<file path="src/rtl/pci_tmo_pkg.sv">
package pci_tmo_pkg;

  typedef enum logic [1:0] {
    TS_IDLE = 2'd0,
    TS_WAIT = 2'd1,
    TS_XFER = 2'd2,
    TS_STOP = 2'd3
  } tgt_state_e;

  // Value loaded into the latency counter for a phase with the given budget.
  // The last budget clock is used to present TRDY#/STOP# on the bus.
  function automatic int phase_load(input int budget);
    return budget - 1;
  endfunction

  function automatic int larger(input int a, input int b);
    return (a > b) ? a : b;
  endfunction

  // Whether the data phase following index idx is accepted with no wait.
  function automatic logic next_is_fast(input logic wr, input int idx, input int nfast);
    return wr && ((idx + 1) < nfast);
  endfunction

endpackage

</file>
<file path="src/rtl/tmo_start_det.sv">
module tmo_start_det (
  input  logic clk,
  input  logic rst_n,
  input  logic frame_n,
  input  logic hit,
  input  logic idle,
  output logic start
);

  logic frame_q;

  always_ff @(posedge clk or negedge rst_n) begin
    if (!rst_n) frame_q <= 1'b1;
    else        frame_q <= frame_n;
  end

  // New access: FRAME# low now, high at the previous edge, and decoded for us.
  assign start = idle & ~frame_n & frame_q & hit;


  no_restart_chk: assert property (@(posedge clk) disable iff (!rst_n)
    (!frame_n && $past(!frame_n)) |-> !start);

endmodule

</file>
<file path="src/rtl/tmo_latency_timer.sv">
module tmo_latency_timer #(
  parameter int CNT_W    = 4,
  parameter int MAX_LOAD = 15
) (
  input  logic             clk,
  input  logic             rst_n,
  input  logic             load,
  input  logic [CNT_W-1:0] load_val,
  input  logic             run,
  output logic             expire
);

  logic [CNT_W-1:0] cnt;

  always_ff @(posedge clk or negedge rst_n) begin
    if (!rst_n)                       cnt <= '0;
    else if (load)                    cnt <= load_val;
    else if (run && cnt != '0)        cnt <= cnt - 1'b1;
  end

  assign expire = run && (cnt == CNT_W'(1));


  load_val_chk: assert property (@(posedge clk) disable iff (!rst_n)
    load |=> (cnt == $past(load_val)));


  cnt_range_chk: assert property (@(posedge clk) disable iff (!rst_n)
    int'(cnt) <= MAX_LOAD);

endmodule

</file>
<file path="src/rtl/tmo_phase_track.sv">
module tmo_phase_track
  import pci_tmo_pkg::*;
#(
  parameter int NFAST = 2
) (
  input  logic clk,
  input  logic rst_n,
  input  logic clear,
  input  logic advance,
  input  logic wr,
  output logic fast_next
);

  localparam int IDX_W = (NFAST < 1) ? 1 : $clog2(NFAST + 1);
  localparam logic [IDX_W-1:0] IDX_SAT = IDX_W'(NFAST);

  logic [IDX_W-1:0] idx;

  always_ff @(posedge clk or negedge rst_n) begin
    if (!rst_n)                        idx <= '0;
    else if (clear)                    idx <= '0;
    else if (advance && idx != IDX_SAT) idx <= idx + 1'b1;
  end

  assign fast_next = next_is_fast(wr, int'(idx), NFAST);


  idx_sat_chk: assert property (@(posedge clk) disable iff (!rst_n)
    int'(idx) <= NFAST);

endmodule

</file>
<file path="src/rtl/pci_retry_tmo.sv">
module pci_retry_tmo
  import pci_tmo_pkg::*;
#(
  parameter int FIRST_BUDGET   = 16,
  parameter int LATER_BUDGET   = 8,
  parameter int FAST_WR_PHASES = 2
) (
  input  logic clk,
  input  logic rst_n,
  input  logic frame_n,
  input  logic hit,
  input  logic cmd_wr,
  input  logic loc_rdy,
  output logic attn,
  output logic trdy_n,
  output logic stop_n,
  output logic phase_done,
  output logic abort_p
);

  localparam int MAX_BUDGET = larger(FIRST_BUDGET, LATER_BUDGET);
  localparam int CNT_W      = $clog2(MAX_BUDGET);
  localparam logic [CNT_W-1:0] LOAD_FIRST = CNT_W'(phase_load(FIRST_BUDGET));
  localparam logic [CNT_W-1:0] LOAD_LATER = CNT_W'(phase_load(LATER_BUDGET));

  tgt_state_e       state_q, state_d;
  logic             wr_q;
  logic             start;
  logic             t_load, t_run, t_expire;
  logic [CNT_W-1:0] t_load_val;
  logic             ph_clear, ph_adv, fast_next;
  logic             first_fast;
  logic             abort_d;
  logic             pdone_q, abort_q;

  tmo_start_det u_start (
    .clk     (clk),
    .rst_n   (rst_n),
    .frame_n (frame_n),
    .hit     (hit),
    .idle    (state_q == TS_IDLE),
    .start   (start)
  );

  tmo_latency_timer #(
    .CNT_W    (CNT_W),
    .MAX_LOAD (MAX_BUDGET - 1)
  ) u_timer (
    .clk      (clk),
    .rst_n    (rst_n),
    .load     (t_load),
    .load_val (t_load_val),
    .run      (t_run),
    .expire   (t_expire)
  );

  tmo_phase_track #(
    .NFAST (FAST_WR_PHASES)
  ) u_phase (
    .clk       (clk),
    .rst_n     (rst_n),
    .clear     (ph_clear),
    .advance   (ph_adv),
    .wr        (wr_q),
    .fast_next (fast_next)
  );

  assign first_fast = next_is_fast(cmd_wr, -1, FAST_WR_PHASES);
  assign t_run      = (state_q == TS_WAIT) && !loc_rdy;

  always_comb begin
    state_d    = state_q;
    t_load     = 1'b0;
    t_load_val = LOAD_FIRST;
    ph_clear   = 1'b0;
    ph_adv     = 1'b0;
    abort_d    = 1'b0;
    case (state_q)
      TS_IDLE: begin
        if (start) begin
          ph_clear = 1'b1;
          t_load   = 1'b1;
          state_d  = first_fast ? TS_XFER : TS_WAIT;
        end
      end
      TS_WAIT: begin
        if (loc_rdy) begin
          state_d = TS_XFER;
        end else if (t_expire) begin
          state_d = TS_STOP;
          abort_d = 1'b1;
        end
      end
      TS_XFER: begin
        if (frame_n) begin
          state_d = TS_IDLE;
        end else begin
          ph_adv = 1'b1;
          if (fast_next) begin
            state_d = TS_XFER;
          end else begin
            state_d    = TS_WAIT;
            t_load     = 1'b1;
            t_load_val = LOAD_LATER;
          end
        end
      end
      TS_STOP: begin
        if (frame_n) state_d = TS_IDLE;
      end
      default: state_d = TS_IDLE;
    endcase
  end

  always_ff @(posedge clk or negedge rst_n) begin
    if (!rst_n) begin
      state_q <= TS_IDLE;
      wr_q    <= 1'b0;
      pdone_q <= 1'b0;
      abort_q <= 1'b0;
    end else begin
      state_q <= state_d;
      if (start) wr_q <= cmd_wr;
      pdone_q <= (state_q == TS_XFER);
      abort_q <= abort_d;
    end
  end

  assign attn       = (state_q != TS_IDLE);
  assign trdy_n     = (state_q != TS_XFER);
  assign stop_n     = (state_q != TS_STOP);
  assign phase_done = pdone_q;
  assign abort_p    = abort_q;


  attn_start_chk: assert property (@(posedge clk) disable iff (!rst_n)
    $rose(attn) |-> $past(!frame_n && hit));


  trdy_cause_chk: assert property (@(posedge clk) disable iff (!rst_n)
    $fell(trdy_n) |-> ($past(loc_rdy) || $past(start)));


  stop_cause_chk: assert property (@(posedge clk) disable iff (!rst_n)
    $fell(stop_n) |-> $past(t_expire));


  stop_hold_chk: assert property (@(posedge clk) disable iff (!rst_n)
    (!stop_n && !frame_n) |=> !stop_n);


  normal_end_chk: assert property (@(posedge clk) disable iff (!rst_n)
    (!trdy_n && frame_n) |=> (trdy_n && !attn));


  abort_pulse_chk: assert property (@(posedge clk) disable iff (!rst_n)
    abort_p |-> $fell(stop_n));

endmodule

</file>
<file path="config.mk">
export PLATFORM = sky130hd
export DESIGN_NAME = pci_retry_tmo
export DESIGN_NICKNAME = d
export VERILOG_FILES = /design/src/rtl/pci_tmo_pkg.sv /design/src/rtl/tmo_start_det.sv /design/src/rtl/tmo_latency_timer.sv /design/src/rtl/tmo_phase_track.sv /design/src/rtl/pci_retry_tmo.sv
export SDC_FILE = /design/constraint.sdc
export NUM_CORES = 1
export LEC_CHECK = 0
export BUFFER_PORTS_ARGS = -buffer_cell sky130_fd_sc_hd__buf_2
export CAP_MARGIN = 40
export CORE_MARGIN = 2
export CORE_UTILIZATION = 45
export CTS_BUF_LIST = sky130_fd_sc_hd__clkbuf_16
export DETAILED_ROUTE_END_ITERATION = 16
export PLACE_DENSITY = 0.66
export SYNTH_ARGS = -nofsm -noshare
export SYNTH_HDL_FRONTEND = slang
export SYNTH_HIERARCHICAL = 1
export SYNTH_SLANG_ARGS = --single-unit
export TNS_END_PERCENT = 100
</file>
<file path="constraint.sdc">
create_clock -name clk -period 2.1 [get_ports clk]
set_clock_uncertainty 0.1 [all_clocks]
set_input_delay 0.105 -clock clk [delete_from_list [all_inputs] [get_ports clk]]
set_output_delay 0.105 -clock clk [all_outputs]
set_load 0.1 [all_outputs]
</file>
==> results.sh <==
export IMPL_grt_max_degree=13
export IMPL_cp_start_kind="register"
export IMPL_seq_area_frac_synth_pct=41.84
export IMPL_path_delay_family="simple AND/OR/NAND/NOR gates"
export IMPL_synth_warnings=6
export IMPL_fmax_mhz=531.6
export IMPL_cp_arrival_ns=1.95
export IMPL_rsz0062_at_grt="no"
export IMPL_synth_area_per_cell_um2=9.609
export IMPL_r2r_start="u_phase/idx[0]$_DFFE_PN0P_"
export IMPL_cp_slowest_cell="or4_1"
export IMPL_drt_iter0_drc=7
export IMPL_clock_path_buffers=2
export IMPL_timing_final_crit_period_ns=1.881
export IMPL_power_density_nw_per_um2=1581
export IMPL_layout_common_cells="dfrtp_1 (11), inv_1 (10), buf_2 (10)"
export IMPL_fin_tns_setup_ns=0
export IMPL_cp_startpoint="u_phase/idx[0]$_DFFE_PN0P_"
export IMPL_wire_per_inst_um=12.19
export IMPL_portBuffers=10
export IMPL_drt_wl_total_mm=1.353
export IMPL_grt_pass1_vias=558
export IMPL_ios=11
export IMPL_timing_final_crit_share_pct=89.57
export IMPL_vias_per_cell=5.198
export IMPL_synthDistinctLibCells=37
export IMPL_cts_tree="built"
export IMPL_diodes=0
export IMPL_cp_required_ns=2.17
export IMPL_grt_pass1_wl_mm=2.421
export IMPL_crit_fanout=8
export IMPL_async_flop_share_pct=100.0
export IMPL_cp_cell_sequence="inv_1 -> ha_1 -> and2_1 -> nor2_1 -> mux2i_1 -> nor2_2 -> or4_1 -> nand3_1"
export IMPL_syn_area_um2=720.7
export IMPL_layout_drive_gt1_share_pct=27.37
export IMPL_rows=14
export IMPL_detail_route_antenna_nets=0
export IMPL_ys_flop_type="dfrtp_1"
export IMPL_p_leak_nw=0.4506
export IMPL_die_w_um=44.02
export IMPL_fp_dieArea_um2=1938
export IMPL_post_cts_repair_setup_buffers=0
export IMPL_drv_slew=0
export IMPL_irDropWorstVdd_mv=0.6692
export IMPL_numCtsBuffers=3
export IMPL_cp_end_kind="register"
export IMPL_globalplace_congestion=0.7579
export IMPL_core_area_um2=1506
export IMPL_grtUsageTotal_pct=16.97
export IMPL_clk_insertion_delay_late_ns=0.23
export IMPL_status="finished clean"
export IMPL_hold_viol_final=0
export IMPL_hold_path_class="primary input to asynchronous set/reset pin"
export IMPL_slowest_delay_ns=0.51
export IMPL_vias=577
export IMPL_die_height_um=44.02
export IMPL_htree_levels=1
export IMPL_synth_seq_cells=12
export IMPL_final_common_cell="dfrtp_1"
export IMPL_dr_pass1_iters=4
export IMPL_synth_edf_count=0
export IMPL_grt_overflow_total=0
export IMPL_clkTransAtPathRegs_ns=0.04
export IMPL_path_class="register to register"
export IMPL_initial_core_util_pct=47.84
export IMPL_path_buf_inv=1
export IMPL_max_cap_violations=0
export IMPL_place_hpwl_mm=1.002
export IMPL_drc=0
export IMPL_area_delta_synth_final_pct=27.60
export IMPL_grt_antenna_before_repair=0
export IMPL_finalSetupViolCount=0
export IMPL_cts_num_sinks=12
export IMPL_clockRootBuffer="clkbuf_16"
export IMPL_nNetsFinal=106
export IMPL_netlist_instances=75
export IMPL_whs_ns=0.1806
## per-stage QoR
step | total power [mW] | setup WS [ns] | cell area [µm²] | instances | utilization, %
finish | 1.454 | 0.2191 | 919.6 | 111 | 61.05
global route | 1.563 | 0.06819 | 919.6 | 111 | 61.05
CTS | 1.459 | 0.1417 | 917.1 | 111 | 60.88
detailed placement | 1.100 | 0.1554 | 808.3 | 104 | 53.65
global placement | 1.088 | 0.2171 | 808.3 | 104 | 53.65
floorplan | 0.9726 | 0.2442 | 730.7 | 77 | -
## power by group
group | total, mW | internal (mW) | switching (mW)
registers | 0.403 | 0.320 | 0.0831
logic | 0.707 | 0.228 | 0.479
clock network | 0.344 | 0.250 | 0.0942
## cells by family (layout without fill, tap and decap cells)
family | count (synthesis) | after routing | share of synthesized area (%)
buffers and inverters | 11 | 29 | 6.250
multiplexers | 3 | 3 | 5.034
other | 1 | 3 | 0.5203
AO/OA/AOI/OAI | 12 | 12 | 10.94
flip-flops | 12 | 12 | 41.84
adder cells (fa/ha/maj) | 4 | 4 | 6.945
AND/OR/NAND/NOR | 32 | 32 | 28.47
## worst register-to-register path: cells and delay by family, from the launching register on
kind,cells,cell delay [ns]
buffers and inverters,1,0.09
muxes,1,0.16
DFF,1,0.39
and+or+nand+nor,5,0.93
adders and majority gates,1,0.14
## registers in the layout, summed over array words and instances (netlist names)
signal / flops
u_start/frame_q: 1
u_phase/idx: 2
wr_q: 1
abort_p: 1
state_q: 2
u_timer/cnt: 4
phase_done: 1
## layout make-up
class                      instances  area, µm²
multi-input combinational         54      386.6
inverter                          10      37.54
tap                               16      20.02
fill                             121      586.8
clock buffer                       3      75.07
timing repair buffer              15      95.09
clock inverter                     1      3.754
sequential                        12      301.5
## layer usage
metal,up-vias,part of all wire [%],track usage (%)
li1,293,-,-
met1,272,46,21.99
met2,12,50,28.24
met3,0,3.9,3.673
met4,0,0,5.455
met5,-,0,0
## synth_stat cells, types with 2 or more instances
master   number  area share [%]
a21oi_1       2             1.4
nor3_1        2             1.4
nor3b_1       2             2.1
dfrtp_1      11              38
and2_1        2             1.7
ha_1          4             6.9
inv_1         9             4.7
or3_1         2             1.7
nand2_1       6             3.1
o21ai_0       2             1.4
nor2_1        6             3.1
and4b_1       2             2.8
## final timing paths
check | endpoint | slack (ns) | depth (start not counted)
worst max register to register | u_timer/cnt[1]$_DFFE_PN0P_ | 0.22 | 8
min in group clk | state_q[1]$_DFFE_PN0P_ | 0.23 | 4
worst min register to register | wr_q$_DFFE_PN0P_ | 0.41 | 1
max in group asynchronous | u_start/frame_q$_DFF_PN1_ | 1.45 | 2
worst max-delay path | u_timer/cnt[1]$_DFFE_PN0P_ | 0.22 | 8
worst min-delay path | u_timer/cnt[3]$_DFFE_PN0P_ | 0.18 | 2
## timing repair
item	in CTS	in global routing
gates resized for setup	0	1
hold buffers	3	0
endpoints found under the setup margin	0	2
hold endpoints to repair	14	0
No activity file was read; power rests on OpenSTA's default activity.
